[src/rtl/pio_pkg.sv]
package pio_pkg;

    typedef enum logic [1:0] {
        PRN_IDLE_READY = 2'd0,
        PRN_FIRE       = 2'd1,
        PRN_AWAIT_ACK  = 2'd2
    } prn_state_t;

    typedef enum logic {
        KBD_EMPTY = 1'b0,
        KBD_HELD  = 1'b1
    } kbd_state_t;

    typedef enum logic [2:0] {
        SEL_NONE     = 3'd0,
        SEL_PRN_DATA = 3'd1,
        SEL_PRN_STAT = 3'd2,
        SEL_KBD_DATA = 3'd3,
        SEL_KBD_STAT = 3'd4
    } rd_sel_t;

    typedef struct packed {
        logic prn_data_wr;
        logic prn_data_rd;
        logic prn_stat_rd;
        logic kbd_data_rd;
        logic kbd_stat_rd;
    } hits_t;

endpackage

[src/rtl/pio_bus_decode.sv]
module pio_bus_decode
    import pio_pkg::*;
#(
    parameter int ADDR_W = 16,
    parameter int DATA_W = 16,
    parameter int CHAR_W = 8,
    parameter logic [ADDR_W-1:0] PRN_DATA_ADDR = 16'hFFE0,
    parameter logic [ADDR_W-1:0] PRN_STAT_ADDR = 16'hFFE2,
    parameter logic [ADDR_W-1:0] KBD_DATA_ADDR = 16'hFFE4,
    parameter logic [ADDR_W-1:0] KBD_STAT_ADDR = 16'hFFE6
) (
    input  logic              clk,
    input  logic              rst_n,
    input  logic [ADDR_W-1:0] bus_addr,
    input  logic              bus_rd,
    input  logic              bus_wr,
    input  logic [CHAR_W-1:0] prn_byte,
    input  logic              prn_ready,
    input  logic [CHAR_W-1:0] kbd_byte,
    input  logic              key_avail,
    input  logic              overrun,
    output hits_t             hits,
    output logic [DATA_W-1:0] bus_rdata
);

    localparam int CHAR_PAD = DATA_W - CHAR_W;

    rd_sel_t sel;

    always_comb begin
        sel = SEL_NONE;
        if (bus_rd) begin
            if (bus_addr == PRN_DATA_ADDR)      sel = SEL_PRN_DATA;
            else if (bus_addr == PRN_STAT_ADDR) sel = SEL_PRN_STAT;
            else if (bus_addr == KBD_DATA_ADDR) sel = SEL_KBD_DATA;
            else if (bus_addr == KBD_STAT_ADDR) sel = SEL_KBD_STAT;
        end
    end

    always_comb begin
        hits             = '0;
        hits.prn_data_wr = bus_wr && (bus_addr == PRN_DATA_ADDR);
        hits.prn_data_rd = (sel == SEL_PRN_DATA);
        hits.prn_stat_rd = (sel == SEL_PRN_STAT);
        hits.kbd_data_rd = (sel == SEL_KBD_DATA);
        hits.kbd_stat_rd = (sel == SEL_KBD_STAT);
    end

    always_comb begin
        bus_rdata = '0;
        unique case (sel)
            SEL_NONE:     bus_rdata = '0;
            SEL_PRN_DATA: bus_rdata = {{CHAR_PAD{1'b0}}, prn_byte};
            SEL_PRN_STAT: bus_rdata = {{(DATA_W-1){1'b0}}, prn_ready};
            SEL_KBD_DATA: bus_rdata = {{CHAR_PAD{1'b0}}, kbd_byte};
            SEL_KBD_STAT: bus_rdata = {{(DATA_W-2){1'b0}}, overrun, key_avail};
            default:      bus_rdata = '0;
        endcase
    end


    idle_rdata_zero_chk: assert property (@(posedge clk) disable iff (!rst_n)
        !bus_rd |-> bus_rdata == '0);

endmodule

[src/rtl/pio_prn_chan.sv]
module pio_prn_chan
    import pio_pkg::*;
#(
    parameter int CHAR_W = 8
) (
    input  logic              clk,
    input  logic              rst_n,
    input  logic              data_wr,
    input  logic [CHAR_W-1:0] wr_byte,
    input  logic              prn_ack,
    output logic [CHAR_W-1:0] prn_data,
    output logic              prn_stb,
    output logic              prn_ready
);

    prn_state_t state, state_nx;

    always_ff @(posedge clk) begin
        if (!rst_n) state <= PRN_IDLE_READY;
        else        state <= state_nx;
    end

    always_comb begin
        state_nx = state;
        unique case (state)
            PRN_IDLE_READY: if (data_wr) state_nx = PRN_FIRE;
            PRN_FIRE:       state_nx = PRN_AWAIT_ACK;
            PRN_AWAIT_ACK:  if (prn_ack) state_nx = PRN_IDLE_READY;
            default:        state_nx = PRN_IDLE_READY;
        endcase
    end

    always_comb begin
        prn_stb   = 1'b0;
        prn_ready = 1'b0;
        unique case (state)
            PRN_IDLE_READY: prn_ready = 1'b1;
            PRN_FIRE:       prn_stb   = 1'b1;
            PRN_AWAIT_ACK:  prn_ready = 1'b0;
            default:        prn_ready = 1'b0;
        endcase
    end

    always_ff @(posedge clk) begin
        if (!rst_n)       prn_data <= '0;
        else if (data_wr) prn_data <= wr_byte;
    end


    stb_single_cycle_chk: assert property (@(posedge clk) disable iff (!rst_n)
        prn_stb |=> !prn_stb);

    stb_after_ready_wr_chk: assert property (@(posedge clk) disable iff (!rst_n)
        (prn_ready && data_wr) |=> prn_stb);

    latch_hold_chk: assert property (@(posedge clk) disable iff (!rst_n)
        !data_wr |=> $stable(prn_data));

    ready_return_chk: assert property (@(posedge clk) disable iff (!rst_n)
        (state == PRN_AWAIT_ACK && prn_ack) |=> prn_ready);

endmodule

[src/rtl/pio_kbd_chan.sv]
module pio_kbd_chan
    import pio_pkg::*;
#(
    parameter int CHAR_W = 8
) (
    input  logic              clk,
    input  logic              rst_n,
    input  logic              kbd_stb,
    input  logic [CHAR_W-1:0] kbd_data,
    input  logic              data_rd,
    input  logic              stat_rd,
    output logic [CHAR_W-1:0] kbd_byte,
    output logic              key_avail,
    output logic              overrun
);

    kbd_state_t state, state_nx;
    logic       lost_key;

    always_ff @(posedge clk) begin
        if (!rst_n) state <= KBD_EMPTY;
        else        state <= state_nx;
    end

    always_comb begin
        state_nx = state;
        lost_key = 1'b0;
        unique case (state)
            KBD_EMPTY: if (kbd_stb) state_nx = KBD_HELD;
            KBD_HELD: begin
                if (kbd_stb) begin
                    state_nx = KBD_HELD;
                    lost_key = !data_rd;
                end else if (data_rd) begin
                    state_nx = KBD_EMPTY;
                end
            end
            default: state_nx = KBD_EMPTY;
        endcase
    end

    always_comb begin
        key_avail = 1'b0;
        unique case (state)
            KBD_EMPTY: key_avail = 1'b0;
            KBD_HELD:  key_avail = 1'b1;
            default:   key_avail = 1'b0;
        endcase
    end

    always_ff @(posedge clk) begin
        if (!rst_n)       kbd_byte <= '0;
        else if (kbd_stb) kbd_byte <= kbd_data;
    end

    always_ff @(posedge clk) begin
        if (!rst_n)        overrun <= 1'b0;
        else if (lost_key) overrun <= 1'b1;
        else if (stat_rd)  overrun <= 1'b0;
    end


    key_flag_set_chk: assert property (@(posedge clk) disable iff (!rst_n)
        kbd_stb |=> key_avail);

    key_flag_clear_chk: assert property (@(posedge clk) disable iff (!rst_n)
        (data_rd && !kbd_stb) |=> !key_avail);

    overrun_set_chk: assert property (@(posedge clk) disable iff (!rst_n)
        (kbd_stb && key_avail && !data_rd) |=> overrun);

    overrun_clear_chk: assert property (@(posedge clk) disable iff (!rst_n)
        (stat_rd && !kbd_stb) |=> !overrun);

endmodule

[src/rtl/pio_port_block.sv]
module pio_port_block
    import pio_pkg::*;
#(
    parameter int ADDR_W = 16,
    parameter int DATA_W = 16,
    parameter int CHAR_W = 8,
    parameter logic [ADDR_W-1:0] PRN_DATA_ADDR = 16'hFFE0,
    parameter logic [ADDR_W-1:0] PRN_STAT_ADDR = 16'hFFE2,
    parameter logic [ADDR_W-1:0] KBD_DATA_ADDR = 16'hFFE4,
    parameter logic [ADDR_W-1:0] KBD_STAT_ADDR = 16'hFFE6
) (
    input  logic              clk,
    input  logic              rst_n,
    input  logic [ADDR_W-1:0] bus_addr,
    input  logic              bus_rd,
    input  logic              bus_wr,
    input  logic [DATA_W-1:0] bus_wdata,
    output logic [DATA_W-1:0] bus_rdata,
    output logic [CHAR_W-1:0] prn_data,
    output logic              prn_stb,
    input  logic              prn_ack,
    input  logic [CHAR_W-1:0] kbd_data,
    input  logic              kbd_stb
);

    hits_t             hits;
    logic              prn_ready;
    logic [CHAR_W-1:0] kbd_byte;
    logic              key_avail;
    logic              overrun;
    logic              unused_wdata_hi;

    assign unused_wdata_hi = ^bus_wdata[DATA_W-1:CHAR_W];

    pio_bus_decode #(
        .ADDR_W(ADDR_W), .DATA_W(DATA_W), .CHAR_W(CHAR_W),
        .PRN_DATA_ADDR(PRN_DATA_ADDR), .PRN_STAT_ADDR(PRN_STAT_ADDR),
        .KBD_DATA_ADDR(KBD_DATA_ADDR), .KBD_STAT_ADDR(KBD_STAT_ADDR)
    ) u_decode (
        .clk       (clk),
        .rst_n     (rst_n),
        .bus_addr  (bus_addr),
        .bus_rd    (bus_rd),
        .bus_wr    (bus_wr),
        .prn_byte  (prn_data),
        .prn_ready (prn_ready),
        .kbd_byte  (kbd_byte),
        .key_avail (key_avail),
        .overrun   (overrun),
        .hits      (hits),
        .bus_rdata (bus_rdata)
    );

    pio_prn_chan #(.CHAR_W(CHAR_W)) u_prn (
        .clk       (clk),
        .rst_n     (rst_n),
        .data_wr   (hits.prn_data_wr),
        .wr_byte   (bus_wdata[CHAR_W-1:0]),
        .prn_ack   (prn_ack),
        .prn_data  (prn_data),
        .prn_stb   (prn_stb),
        .prn_ready (prn_ready)
    );

    pio_kbd_chan #(.CHAR_W(CHAR_W)) u_kbd (
        .clk       (clk),
        .rst_n     (rst_n),
        .kbd_stb   (kbd_stb),
        .kbd_data  (kbd_data),
        .data_rd   (hits.kbd_data_rd),
        .stat_rd   (hits.kbd_stat_rd),
        .kbd_byte  (kbd_byte),
        .key_avail (key_avail),
        .overrun   (overrun)
    );

endmodule

[config.mk]
export PLATFORM = sky130hd
export DESIGN_NAME = pio_port_block
export DESIGN_NICKNAME = d
export VERILOG_FILES = /design/src/rtl/pio_pkg.sv /design/src/rtl/pio_bus_decode.sv /design/src/rtl/pio_prn_chan.sv /design/src/rtl/pio_kbd_chan.sv /design/src/rtl/pio_port_block.sv
export SDC_FILE = /design/constraint.sdc
export NUM_CORES = 1
export LEC_CHECK = 0
export ABC_AREA = 0
export ABC_CLOCK_PERIOD_IN_PS = 1400
export BUFFER_PORTS_ARGS = -buffer_cell sky130_fd_sc_hd__buf_2
export CAP_MARGIN = 20
export CORE_ASPECT_RATIO = 0.5
export CORE_MARGIN = 5
export CORE_UTILIZATION = 35
export DETAILED_ROUTE_END_ITERATION = 16
export PLACE_DENSITY = 0.72
export SKIP_CTS_REPAIR_TIMING = 1
export SYNTH_ARGS = -nofsm -noshare
export SYNTH_HDL_FRONTEND = slang
export SYNTH_SLANG_ARGS = --single-unit
[constraint.sdc]
create_clock -name clk -period 1.4 [get_ports clk]
set_input_delay 0 -clock clk [delete_from_list [all_inputs] [get_ports clk]]
set_output_delay 0 -clock clk [all_outputs]
set_load 0.05 [all_outputs]
==> results.txt <==
clock-pin slew on the worst setup and hold paths - 70 ps
Setup Crit Path Kind - in -> out
Synth Area in Compound Gates - 17.3%
Post-synth top flop - dfxtp_1
CP Max Fanout - 8
Crit. End Element - primary output
synth top area cells - dfxtp_1 39%, mux2i_1 8.7%, nand4_1 6.0%
CTS tree - yes
period utilisation layout - 109%
final core utilization - 54.2%
DRT Pass-1 Iters - 4
Critical Path RT - 1400 ps
internal power - 1050 µW
status - complete, but fails checks
Port Buffers - 54
area leader, netlist - dfxtp_1
Mapped Cells - 122
GP Congestion - 0.803
DR vias - 1151
Die ar. - 4230 µm²
die height - 48.5 µm
Routed Antenna Nets - 0
Hold Vio Cnt, Final - 7
Reg2Reg Depth - 2
DP Worst Slack - -283 ps
Non-Filler Instances - 229
syn_area_per_cell - 8.52 µm²
per-cell routed wire length - 13.9 µm
placed insts - 222
Initial Util - 35.5%
Root Buffer - clkbuf_8
final period demand of the worst path - 1530 ps
setup ws final - -127 ps
total grt overflow - 0
XOR/XNOR Fraction of Synth Area - 0%
first-pass GRT wire length - 4750 µm
Synth Area in Simple Gates - 25.8%
post-synthesis sequential area ratio - 38.5%
initial antenna violation count - 0
final total power - 1360 µW
flip-flop and latch count after synthesis - 20
Clock power frac - 41.7%
RSZ-0062 raised after global routing - yes
type of the tightest min-delay check - in -> reg
Reg power frac - 44.0%
Post-route DRC - 0
Ports - 71
largest net degree at the start of global routing - 19
leakage - 0.000760 µW
num rows - 14
Clock Latency Late Sink - 250 ps
Clock Path Buffers - 2
H-tree depth - 1
synth cell count leaders - 20 x dfxtp_1, 12 x a21oi_1, 11 x nor2_1
Diodes inserted - 0
top-count cell post-synth - dfxtp_1
Worst Path Arrival - 1530 ps
hold_ws - -24.6 ps
mux contribution to synthesized area - 8.66%
Syn. warnings - 0
DR vias/cell - 5.03
Horiz. Die Dim - 87.1 µm
Psw - 310 µW
fin. max-slew vios - 0
Comb pwr share - 14.3%
clock buffer count from CTS - 3
Mapped Area - 1040 µm²
final WL - 3190 µm
Max Cap Violations - 0
Netlist cell types - 28
largest family of logic cells by synthesized area - simple AND/OR/NAND/NOR gates
VDD IR max - 0.442 mV
WHS Path Cells - 3
Setup Skew - 0.161 ps
Final nets - 236
EDFF count, synth - 0
clk sinks - 20
share of the synthesized area in the top cell type - 38.5%
DP HPWL - 2360 µm
switch share - 22.8%
vias in the first global route - 1039
Power Density - 857 nW/µm²
Core ar. - 2930 µm²
layout cells sized above 1 - 43.9%
Initial DRC Count - 53
Layout Area Growth over Synthesis - 52.5%
fmax - 655 MHz
Post-Synth Adder-Cell Area - 0%
All-Layer GR Usage - 13.9%
final setup fails - 8
CP Launch Type - input pin
failing checks - hold timing, setup timing
asr flop ratio synth - 0%
-- path summary, 6_finish.rpt --
kind	from	endpoint	slack, ps
max	bus_addr[1]	bus_rdata[7]	-130
min	kbd_data[0]	u_kbd.kbd_byte[0]	-20
max reg2reg	u_prn.state[1]	u_prn.state[0]	480
min reg2reg	u_kbd.kbd_byte[0]	u_kbd.kbd_byte[0]	500
-- critical path: stages --
cell and delay (ps):
buf_6 100, or4_4 520, or3_4 380, nor2_8 170, a22o_2 190, buf_6 160
-- cell usage in the layout (no fill, tap or decap), types with 2 or more instances in the layout --
master | netlist | routed
o21ai_0 | 9 | 9
nor4_1 | 3 | 3
mux2i_1 | 9 | 9
buf_2 | 0 | 44
a22o_2 | 0 | 6
dlygate4sd3_1 | 0 | 2
nor3_1 | 5 | 5
dfxtp_1 | 20 | 20
a21oi_1 | 12 | 12
inv_1 | 2 | 2
nand4_1 | 10 | 10
clkbuf_8 | 0 | 3
buf_6 | 1 | 7
nor2_1 | 11 | 11
conb_1 | 1 | 8
nand2_1 | 7 | 7
buf_4 | 8 | 13
buf_8 | 0 | 3
-- area by class of cell --
cell class,instances,area (µm²)
Fill cell,255,1340
Multi-Input combinational cell,93,591
Timing Repair Buffer,69,462
Sequential cell,20,400
Tap cell,40,50.0
Clock buffer,3,41.3
Clock inverter,1,30.0
Inverter,3,11.3
-- power groups by stage --
stage	clock, µW	combinational (µW)	sequential, µW
2_1_floorplan	0	123	607
3_3_place_gp	0	179	610
3_5_place_dp	0	182	611
4_1_cts	580	183	597
5_1_grt	613	211	599
6_report	567	194	598
-- state kept, by name, summed over array words and instances (netlist names) --
register        cells
u_kbd.kbd_byte      8
u_kbd.state         1
u_prn.state         2
u_kbd.overrun       1
u_prn.prn_data      8
-- stage by stage --
stage | instance area (µm²) | TNS (ps) | hold WS, ps
floorplan | 1080 | -326 | 138
global placement | 1400 | -3720 | 234
CTS | 1470 | -2240 | -24.2
detailed placement | 1400 | -4220 | 245
global route | 1590 | -1070 | 4.75
finish | 1590 | -856 | -24.6
-- cell families after synthesis --
kind of cell,after synthesis
multiplexers,9
other,1
flip-flops,20
AND/OR/NAND/NOR,46
buffers and inverters,16
AO/OA/AOI/OAI,30
-- metal layers --
metal	vias up	share of wire (%)	GRT usage (%)
li1	568	-	-
met1	533	40	16.8
met2	46	51	25.2
met3	4	7.4	2.71
met4	0	1.3	3.11
met5	-	0	0
Note: power is estimated with default switching activity, not from simulation.
